==> config.mk <==
export PLATFORM = sky130hd
export DESIGN_NAME = sdac_frame_ctrl
export DESIGN_NICKNAME = d
export VERILOG_FILES = /design/src/rtl/sdac_pkg.sv /design/src/rtl/sdac_tick.sv /design/src/rtl/sdac_fdec.sv /design/src/rtl/sdac_seq.sv /design/src/rtl/sdac_frame_ctrl.sv
export SDC_FILE = /design/constraint.sdc
export NUM_CORES = 1
export LEC_CHECK = 0
export BUFFER_PORTS_ARGS = -buffer_cell sky130_fd_sc_hd__buf_2
export CORE_UTILIZATION = 50
export CTS_CLUSTER_DIAMETER = 100
export DETAILED_ROUTE_END_ITERATION = 16
export GPL_TIMING_DRIVEN = 0
export PLACE_DENSITY = 0.7
export SLEW_MARGIN = 20
export SYNTH_ARGS = -nofsm -noshare
export SYNTH_HDL_FRONTEND = slang
export SYNTH_SLANG_ARGS = --single-unit
==> constraint.sdc <==
create_clock -name clk -period 2.3 [get_ports clk]
set_input_delay 0.115 -clock clk [delete_from_list [all_inputs] [get_ports clk]]
set_output_delay 0.115 -clock clk [all_outputs]
set_load 0.02 [all_outputs]
==> src/rtl/sdac_pkg.sv <==
package sdac_pkg;

  localparam int BYTE_W = 8;
  localparam int WORD_W = 2 * BYTE_W;
  localparam int NDEV   = 4;
  localparam int CODE_W = $clog2(NDEV);

  typedef enum logic [2:0] {
    ST_IDLE,
    ST_SEL,
    ST_FRM,
    ST_SHIFT,
    ST_GAP,
    ST_LOAD,
    ST_HOLD
  } seq_state_e;

  // mirror the bit order of one byte
  function automatic logic [BYTE_W-1:0] rev_byte(input logic [BYTE_W-1:0] b);
    logic [BYTE_W-1:0] r;
    for (int i = 0; i < BYTE_W; i++) r[i] = b[BYTE_W-1-i];
    return r;
  endfunction

  // byte as it must appear on the wire, first bit in the MSB position
  function automatic logic [BYTE_W-1:0] wire_byte(input logic [WORD_W-1:0] w,
                                                  input logic upper,
                                                  input logic lsb_first);
    logic [BYTE_W-1:0] b;
    b = upper ? w[WORD_W-1:BYTE_W] : w[BYTE_W-1:0];
    return lsb_first ? rev_byte(b) : b;
  endfunction

  // active-high one-hot of a device code
  function automatic logic [NDEV-1:0] code_onehot(input logic [CODE_W-1:0] c);
    return NDEV'(1) << c;
  endfunction

endpackage

==> src/rtl/sdac_tick.sv <==
module sdac_tick #(
  parameter int HALF = 4
) (
  input  logic clk,
  input  logic rst_n,
  input  logic run,
  output logic tick
);
  localparam int CW = (HALF > 1) ? $clog2(HALF) : 1;

  logic [CW-1:0] cnt;

  assign tick = run && (cnt == CW'(HALF - 1));

  always_ff @(posedge clk) begin
    if (!rst_n)              cnt <= '0;
    else if (!run || tick)   cnt <= '0;
    else                     cnt <= cnt + 1'b1;
  end

endmodule

==> src/rtl/sdac_fdec.sv <==
module sdac_fdec
  import sdac_pkg::*;
(
  input  logic              clk,
  input  logic              rst_n,
  input  logic              code_we,
  input  logic [CODE_W-1:0] code_in,
  input  logic              en,
  output logic [NDEV-1:0]   frame_n
);
  logic [CODE_W-1:0] code_q;

  always_ff @(posedge clk) begin
    if (!rst_n)       code_q <= '0;
    else if (code_we) code_q <= code_in;
  end

  assign frame_n = en ? ~code_onehot(code_q) : '1;

  // never more than one device framed
  a_r8_one_frame: assert property (@(posedge clk) disable iff (!rst_n)
    $onehot0(~frame_n));

  // the code only moves while the decoder is blanked
  a_r9_code_blanked: assert property (@(posedge clk) disable iff (!rst_n)
    !$stable(code_q) |-> (!en && !$past(en)));

endmodule

==> src/rtl/sdac_seq.sv <==
module sdac_seq
  import sdac_pkg::*;
#(
  parameter int GAP_W = 3
) (
  input  logic              clk,
  input  logic              rst_n,
  input  logic              tick,
  output logic              run,
  input  logic              req_valid,
  output logic              req_ready,
  input  logic [WORD_W-1:0] req_word,
  input  logic              req_last,
  input  logic              cfg_batch,
  input  logic              cfg_lsb_first,
  input  logic [GAP_W-1:0]  cfg_gap,
  output logic              code_we,
  output logic              fen,
  output logic              sclk,
  output logic              sdo,
  output logic              load_n,
  output logic              busy
);
  localparam int GW1 = GAP_W + 1;
  localparam int BI_W = $clog2(BYTE_W);

  seq_state_e        state;
  logic [WORD_W-1:0] word_q;
  logic              lsb_q;
  logic              load_q;
  logic [GAP_W-1:0]  gap_q;
  logic              byte_q;
  logic [BI_W:0]     hc;
  logic [GW1-1:0]    gc;
  logic              sclk_q, sdo_q, fen_q, load_n_q;

  logic [BYTE_W-1:0] hi_b, lo_b, cur_b;
  logic [BI_W-1:0]   nxt_k;
  logic              last_half;
  logic              gap_done;
  logic              accept;

  assign hi_b      = wire_byte(word_q, 1'b1, lsb_q);
  assign lo_b      = wire_byte(word_q, 1'b0, lsb_q);
  assign cur_b     = byte_q ? lo_b : hi_b;
  assign nxt_k     = hc[BI_W:1] + 1'b1;
  assign last_half = (hc == {(BI_W+1){1'b1}});
  assign gap_done  = (GW1'(gc + 1'b1) == {gap_q, 1'b0});

  assign req_ready = (state == ST_IDLE);
  assign accept    = req_ready && req_valid;
  assign code_we   = accept;
  assign run       = (state != ST_IDLE);
  assign busy      = run;
  assign fen       = fen_q;
  assign sclk      = sclk_q;
  assign sdo       = sdo_q;
  assign load_n    = load_n_q;

  always_ff @(posedge clk) begin
    if (!rst_n) begin
      state    <= ST_IDLE;
      word_q   <= '0;
      lsb_q    <= 1'b0;
      load_q   <= 1'b0;
      gap_q    <= '0;
      byte_q   <= 1'b0;
      hc       <= '0;
      gc       <= '0;
      sclk_q   <= 1'b0;
      sdo_q    <= 1'b0;
      fen_q    <= 1'b0;
      load_n_q <= 1'b1;
    end else begin
      case (state)
        ST_IDLE: if (accept) begin
          word_q <= req_word;
          lsb_q  <= cfg_lsb_first;
          gap_q  <= cfg_gap;
          load_q <= !cfg_batch || req_last;
          sdo_q  <= 1'b0;
          hc     <= '0;
          state  <= ST_SEL;
        end
        ST_SEL: if (tick) begin
          fen_q <= 1'b1;
          state <= ST_FRM;
        end
        ST_FRM: if (tick) begin
          byte_q <= 1'b0;
          hc     <= '0;
          sclk_q <= 1'b1;
          sdo_q  <= hi_b[BYTE_W-1];
          state  <= ST_SHIFT;
        end
        ST_SHIFT: if (tick) begin
          hc <= hc + 1'b1;
          if (!hc[0]) begin
            sclk_q <= 1'b0;
          end else if (!last_half) begin
            sclk_q <= 1'b1;
            sdo_q  <= cur_b[BI_W'(BYTE_W-1) - nxt_k];
          end else if (!byte_q) begin
            if (gap_q == '0) begin
              byte_q <= 1'b1;
              sclk_q <= 1'b1;
              sdo_q  <= lo_b[BYTE_W-1];
            end else begin
              gc    <= '0;
              state <= ST_GAP;
            end
          end else begin
            fen_q <= 1'b0;
            sdo_q <= 1'b0;
            hc    <= '0;
            if (load_q) begin
              load_n_q <= 1'b0;
              state    <= ST_LOAD;
            end else begin
              state <= ST_HOLD;
            end
          end
        end
        ST_GAP: if (tick) begin
          if (gap_done) begin
            byte_q <= 1'b1;
            hc     <= '0;
            sclk_q <= 1'b1;
            sdo_q  <= lo_b[BYTE_W-1];
            state  <= ST_SHIFT;
          end else begin
            gc <= gc + 1'b1;
          end
        end
        ST_LOAD: if (tick) begin
          if (hc[0]) begin
            load_n_q <= 1'b1;
            hc       <= '0;
            state    <= ST_HOLD;
          end else begin
            hc <= hc + 1'b1;
          end
        end
        ST_HOLD: if (tick) begin
          if (hc[0]) begin
            hc    <= '0;
            state <= ST_IDLE;
          end else begin
            hc <= hc + 1'b1;
          end
        end
        default: state <= ST_IDLE;
      endcase
    end
  end

  // falling-edge counter used only by the checks below
  logic       sclk_d;
  logic [4:0] fall_cnt;
  always_ff @(posedge clk) begin
    if (!rst_n) begin
      sclk_d   <= 1'b0;
      fall_cnt <= '0;
    end else begin
      sclk_d   <= sclk_q;
      fall_cnt <= fen_q ? fall_cnt + 5'(sclk_d & ~sclk_q) : '0;
    end
  end

  // data moves with a rising clock or outside any frame
  a_r2_data_on_rise: assert property (@(posedge clk) disable iff (!rst_n)
    !$stable(sdo_q) |-> ($rose(sclk_q) || !fen_q));

  // a frame ends after exactly sixteen falling edges
  a_r3_sixteen_falls: assert property (@(posedge clk) disable iff (!rst_n)
    $fell(fen_q) |-> (fall_cnt == 5'd16));

  // the clock only runs inside an active frame
  a_r4_clock_in_frame: assert property (@(posedge clk) disable iff (!rst_n)
    sclk_q |-> fen_q);

  // the load strobe never overlaps a frame
  a_r7_load_outside_frame: assert property (@(posedge clk) disable iff (!rst_n)
    !load_n_q |-> !fen_q);

endmodule

==> src/rtl/sdac_frame_ctrl.sv <==
module sdac_frame_ctrl
  import sdac_pkg::*;
#(
  parameter int DIV   = 8,
  parameter int GAP_W = 3
) (
  input  logic             clk,
  input  logic             rst_n,
  input  logic             req_valid,
  output logic             req_ready,
  input  logic [1:0]       req_dev,
  input  logic [15:0]      req_word,
  input  logic             req_last,
  input  logic             cfg_batch,
  input  logic             cfg_lsb_first,
  input  logic [GAP_W-1:0] cfg_gap,
  output logic             sclk,
  output logic             sdo,
  output logic [3:0]       frame_n,
  output logic             load_n,
  output logic             busy
);
  localparam int DIV_E = (DIV < 4) ? 4 : DIV;
  localparam int HALF  = DIV_E / 2;
  localparam int HC_W  = $clog2(DIV_E + 1);

  logic tick, run, code_we, fen;

  sdac_tick #(.HALF(HALF)) u_tick (
    .clk(clk), .rst_n(rst_n), .run(run), .tick(tick)
  );

  sdac_seq #(.GAP_W(GAP_W)) u_seq (
    .clk(clk), .rst_n(rst_n), .tick(tick), .run(run),
    .req_valid(req_valid), .req_ready(req_ready), .req_word(req_word),
    .req_last(req_last), .cfg_batch(cfg_batch), .cfg_lsb_first(cfg_lsb_first),
    .cfg_gap(cfg_gap), .code_we(code_we), .fen(fen), .sclk(sclk), .sdo(sdo),
    .load_n(load_n), .busy(busy)
  );

  sdac_fdec u_fdec (
    .clk(clk), .rst_n(rst_n), .code_we(code_we), .code_in(req_dev),
    .en(fen), .frame_n(frame_n)
  );

  // cycles of continuous all-frames-high, saturating at the period
  logic [HC_W-1:0] hi_cnt;
  always_ff @(posedge clk) begin
    if (!rst_n)                     hi_cnt <= '0;
    else if (!(&frame_n))           hi_cnt <= '0;
    else if (hi_cnt != HC_W'(DIV_E)) hi_cnt <= hi_cnt + 1'b1;
  end

  // a full serial period of rest precedes renewed readiness
  a_r10_frame_rest: assert property (@(posedge clk) disable iff (!rst_n)
    $rose(req_ready) |-> (hi_cnt >= HC_W'(DIV_E)));

endmodule

==> results.toml <==
[sta]
whs_ns = 0.0404
hold_viol_final = 0
setup-tns-final_ns = 0
setup_viol = 0
fin_crit_sh = 0.960
period_minus_slack_ns = 2.21
worst_slack_ns = 0.0909
relSlewSlack = 0.603
max_freq_mhz = 453
drv_slew = 0
worst_pin_slew_ns = 0.591
clock-skew-final_ns = 0.00735

[synthesis]
synth_cells = 295
yosys_warnings = 0
yosysSeqAreaShare = 0.334
synthFlopType = "dfxtp_1"
synth_edf_count = 0
ys_types = 65
avgSynthCellArea_um2 = 8.34
async_flop_share = 0
syn_nets = 328
synth_seq_cells = 41
synth_area_um2 = 2460

[power_and_ir_drop]
p_total_mw = 2.64
p_leak_nw = 1.01
power_per_cell_area_nw_per_um2 = 933
ir_drop_mv = 0.499

[layout]
seqCellArea_um2 = 822
final_nets = 370
drive_gt1_frac = 0.201
final_cell_mix = "nand2_1, buf_2, dfxtp_1"
multi_input_area_um2 = 1530
syn_to_final_growth_pct = 14.8
nFillCells = 437
final_common_cell = "nand2_1"
n_antenna_cell = 0

[floorplanning]
ios = 36
die_w_um = 72.2
core-area_um2 = 4720
initial_utilization = 0.521
dieArea_um2 = 5210
die_h_um = 72.2
fp-row-count = 25

[setup_path]
r2r-end = "u_seq.state[1]$_SDFFE_PN0P_"
regToRegSetupSlack_ns = 0.09
worst_setup_path_end_kind = "flop"
cp_max_fo = 5
cp-start-kind = "flop"
cp.required_ns = 2.50
setup.worst_path.class = "reg -> reg"
cp.arrival_ns = 2.41
reg2reg_from = "u_seq.hc[0]$_SDFFE_PN0P_"
r2r_cells = 6

[global_route]
grt_overflow = 0
grt_max_degree = 15
grt_use_total = 0.263
grt_pass1_vias = 2189
antenna_found_initial = 0
grt_pass1_wl_um = 10700

[clock_network]
hold_buffers = 0
cts_buffer_depth = 2
htree_levels = 2
cts_tree = "yes"
root_buffer = "clkbuf_8"
cts_inserted_buffers = 5
cts.sink_count = 41
clk_latency_ns = 0.30
cts.clk_slew.worst_paths_ns = 0.09

[run]
drv_cap = 0

[outcome]
status = "finished, final reports clean"

[routing]
drc = 0
detail_route.wl_per_cell_um = 15.7
firstDrtPassIters = 4
viasPerCell = 5.92
vias = 2397
ant_nets = 0
drt_iter0_markers = 250
routed_wl_um = 6350

[placed_design]
io_buffers = 35
dp_hpwl_um = 4670
place_ws_ns = 0.0179
gp_congestion = 0.907

[min_path]
min_path_cells = 3
hold_end = "u_seq.word_q[9]$_SDFFE_PN0P_"
worstHoldStart = "req_word[9]"
hp-class = "in -> reg"
-- area by class of cell --
cell class	instances	area share
plain buffers	23	0.0328
clock buffers	5	0.0244
clock inverters	3	0.00797
inverters	9	0.0120
multi-input cells	222	0.540
flip-flops and latches	41	0.291
well taps	67	0.0297
repair buffers	35	0.0620
-- cells by family after synthesis --
logic type / synth area share
mux: 0.0864
compound gates: 0.221
fa+ha+maj: 0.0305
buf+inv: 0.0513
xor+xnor: 0.0300
flops: 0.334
simple gates: 0.248
-- sequential cells by signal, summed over array words and instances (netlist names) --
name           cells
u_seq.word_q      16
u_seq.gc           4
u_seq.hc           4
u_seq.gap_q        3
u_seq.state        3
u_fdec.code_q      2
u_tick.cnt         2
u_seq.byte_q       1
u_seq.fen          1
u_seq.load_n       1
u_seq.load_q       1
u_seq.lsb_q        1
u_seq.sclk         1
u_seq.sdo          1
-- layer usage --
layer  GRT usage  vias to the layer above  wire (µm)
li1            -                     1185          -
met1       0.365                     1108       2950
met2       0.418                       94       2850
met3      0.0514                       10        443
met4      0.0741                        0        101
met5           0                        -          0
-- critical path, cell delays in order, from the launching register on --
cell and delay, ns:
dfxtp_1 0.43, ha_4 0.19, nand4_2 0.18, a21o_1 0.23, a221o_1 0.41, or3_1 0.34, o311a_1 0.33
-- report_power, final --
group          leakage (nW)  internal, mW  switching, mW
Combinational         0.638         0.466          0.751
Sequential            0.335         0.831         0.0978
Clock                0.0364         0.213          0.278
Total                  1.01          1.51           1.13
-- how the worst max path moves through the flow --
stage	to	slack, ns	from
after floorplan	u_seq.state[1]$_SDFFE_PN0P_	0.23	u_seq.hc[1]$_SDFFE_PN0P_
after global placement	u_seq.state[1]$_SDFFE_PN0P_	0.01	u_seq.hc[1]$_SDFFE_PN0P_
after detailed placement	u_seq.state[1]$_SDFFE_PN0P_	0.02	u_seq.hc[1]$_SDFFE_PN0P_
after CTS	u_seq.state[1]$_SDFFE_PN0P_	0.005	u_seq.hc[1]$_SDFFE_PN0P_
after global routing	u_seq.state[1]$_SDFFE_PN0P_	-0.005	u_seq.hc[0]$_SDFFE_PN0P_
final	u_seq.state[1]$_SDFFE_PN0P_	0.09	u_seq.hc[0]$_SDFFE_PN0P_
-- synthesized netlist by cell type (2+ instances only) --
| master | number | area share |
|---|---|---|
| a41oi_1 | 2 | 0.0071 |
| nand2_1 | 53 | 0.081 |
| mux2_2 | 2 | 0.0092 |
| nor4_1 | 5 | 0.013 |
| nand2b_1 | 7 | 0.018 |
| o41ai_1 | 4 | 0.014 |
| a311oi_1 | 3 | 0.011 |
| nor2_1 | 5 | 0.0076 |
| xnor2_1 | 3 | 0.011 |
| nor3b_1 | 4 | 0.012 |
| dfxtp_1 | 41 | 0.33 |
| and2_1 | 2 | 0.0051 |
| nand3_1 | 9 | 0.018 |
| o311ai_1 | 2 | 0.0071 |
| a31oi_1 | 4 | 0.010 |
| o22ai_1 | 6 | 0.015 |
| or3_1 | 3 | 0.0076 |
| nor3_1 | 8 | 0.016 |
| o31ai_1 | 4 | 0.012 |
| a32oi_1 | 2 | 0.0071 |
| nand3b_1 | 4 | 0.012 |
| o21a_1 | 3 | 0.0092 |
| mux4_2 | 8 | 0.073 |
| inv_1 | 7 | 0.011 |
| nand4_1 | 3 | 0.0076 |
| a21oi_1 | 33 | 0.067 |
| nor2b_1 | 5 | 0.013 |
| buf_2 | 5 | 0.010 |
| clkbuf_1 | 17 | 0.026 |
| ha_1 | 6 | 0.031 |
-- stage by stage --
stage / utilization / cells / area, µm²
after CTS: 0.595 / 405 / 2810
final: 0.598 / 405 / 2830
after floorplan: - / 295 / 2460
after global placement: 0.576 / 397 / 2720
after detailed placement: 0.576 / 397 / 2720
after global routing: 0.598 / 405 / 2830
-- what timing repair did --
item	in CTS	in global routing
endpoints found under the hold margin	0	0
endpoints found under the setup margin	0	1
buffers inserted	0	0
gates resized for setup	0	3
No activity file was read; power rests on OpenSTA's default activity.
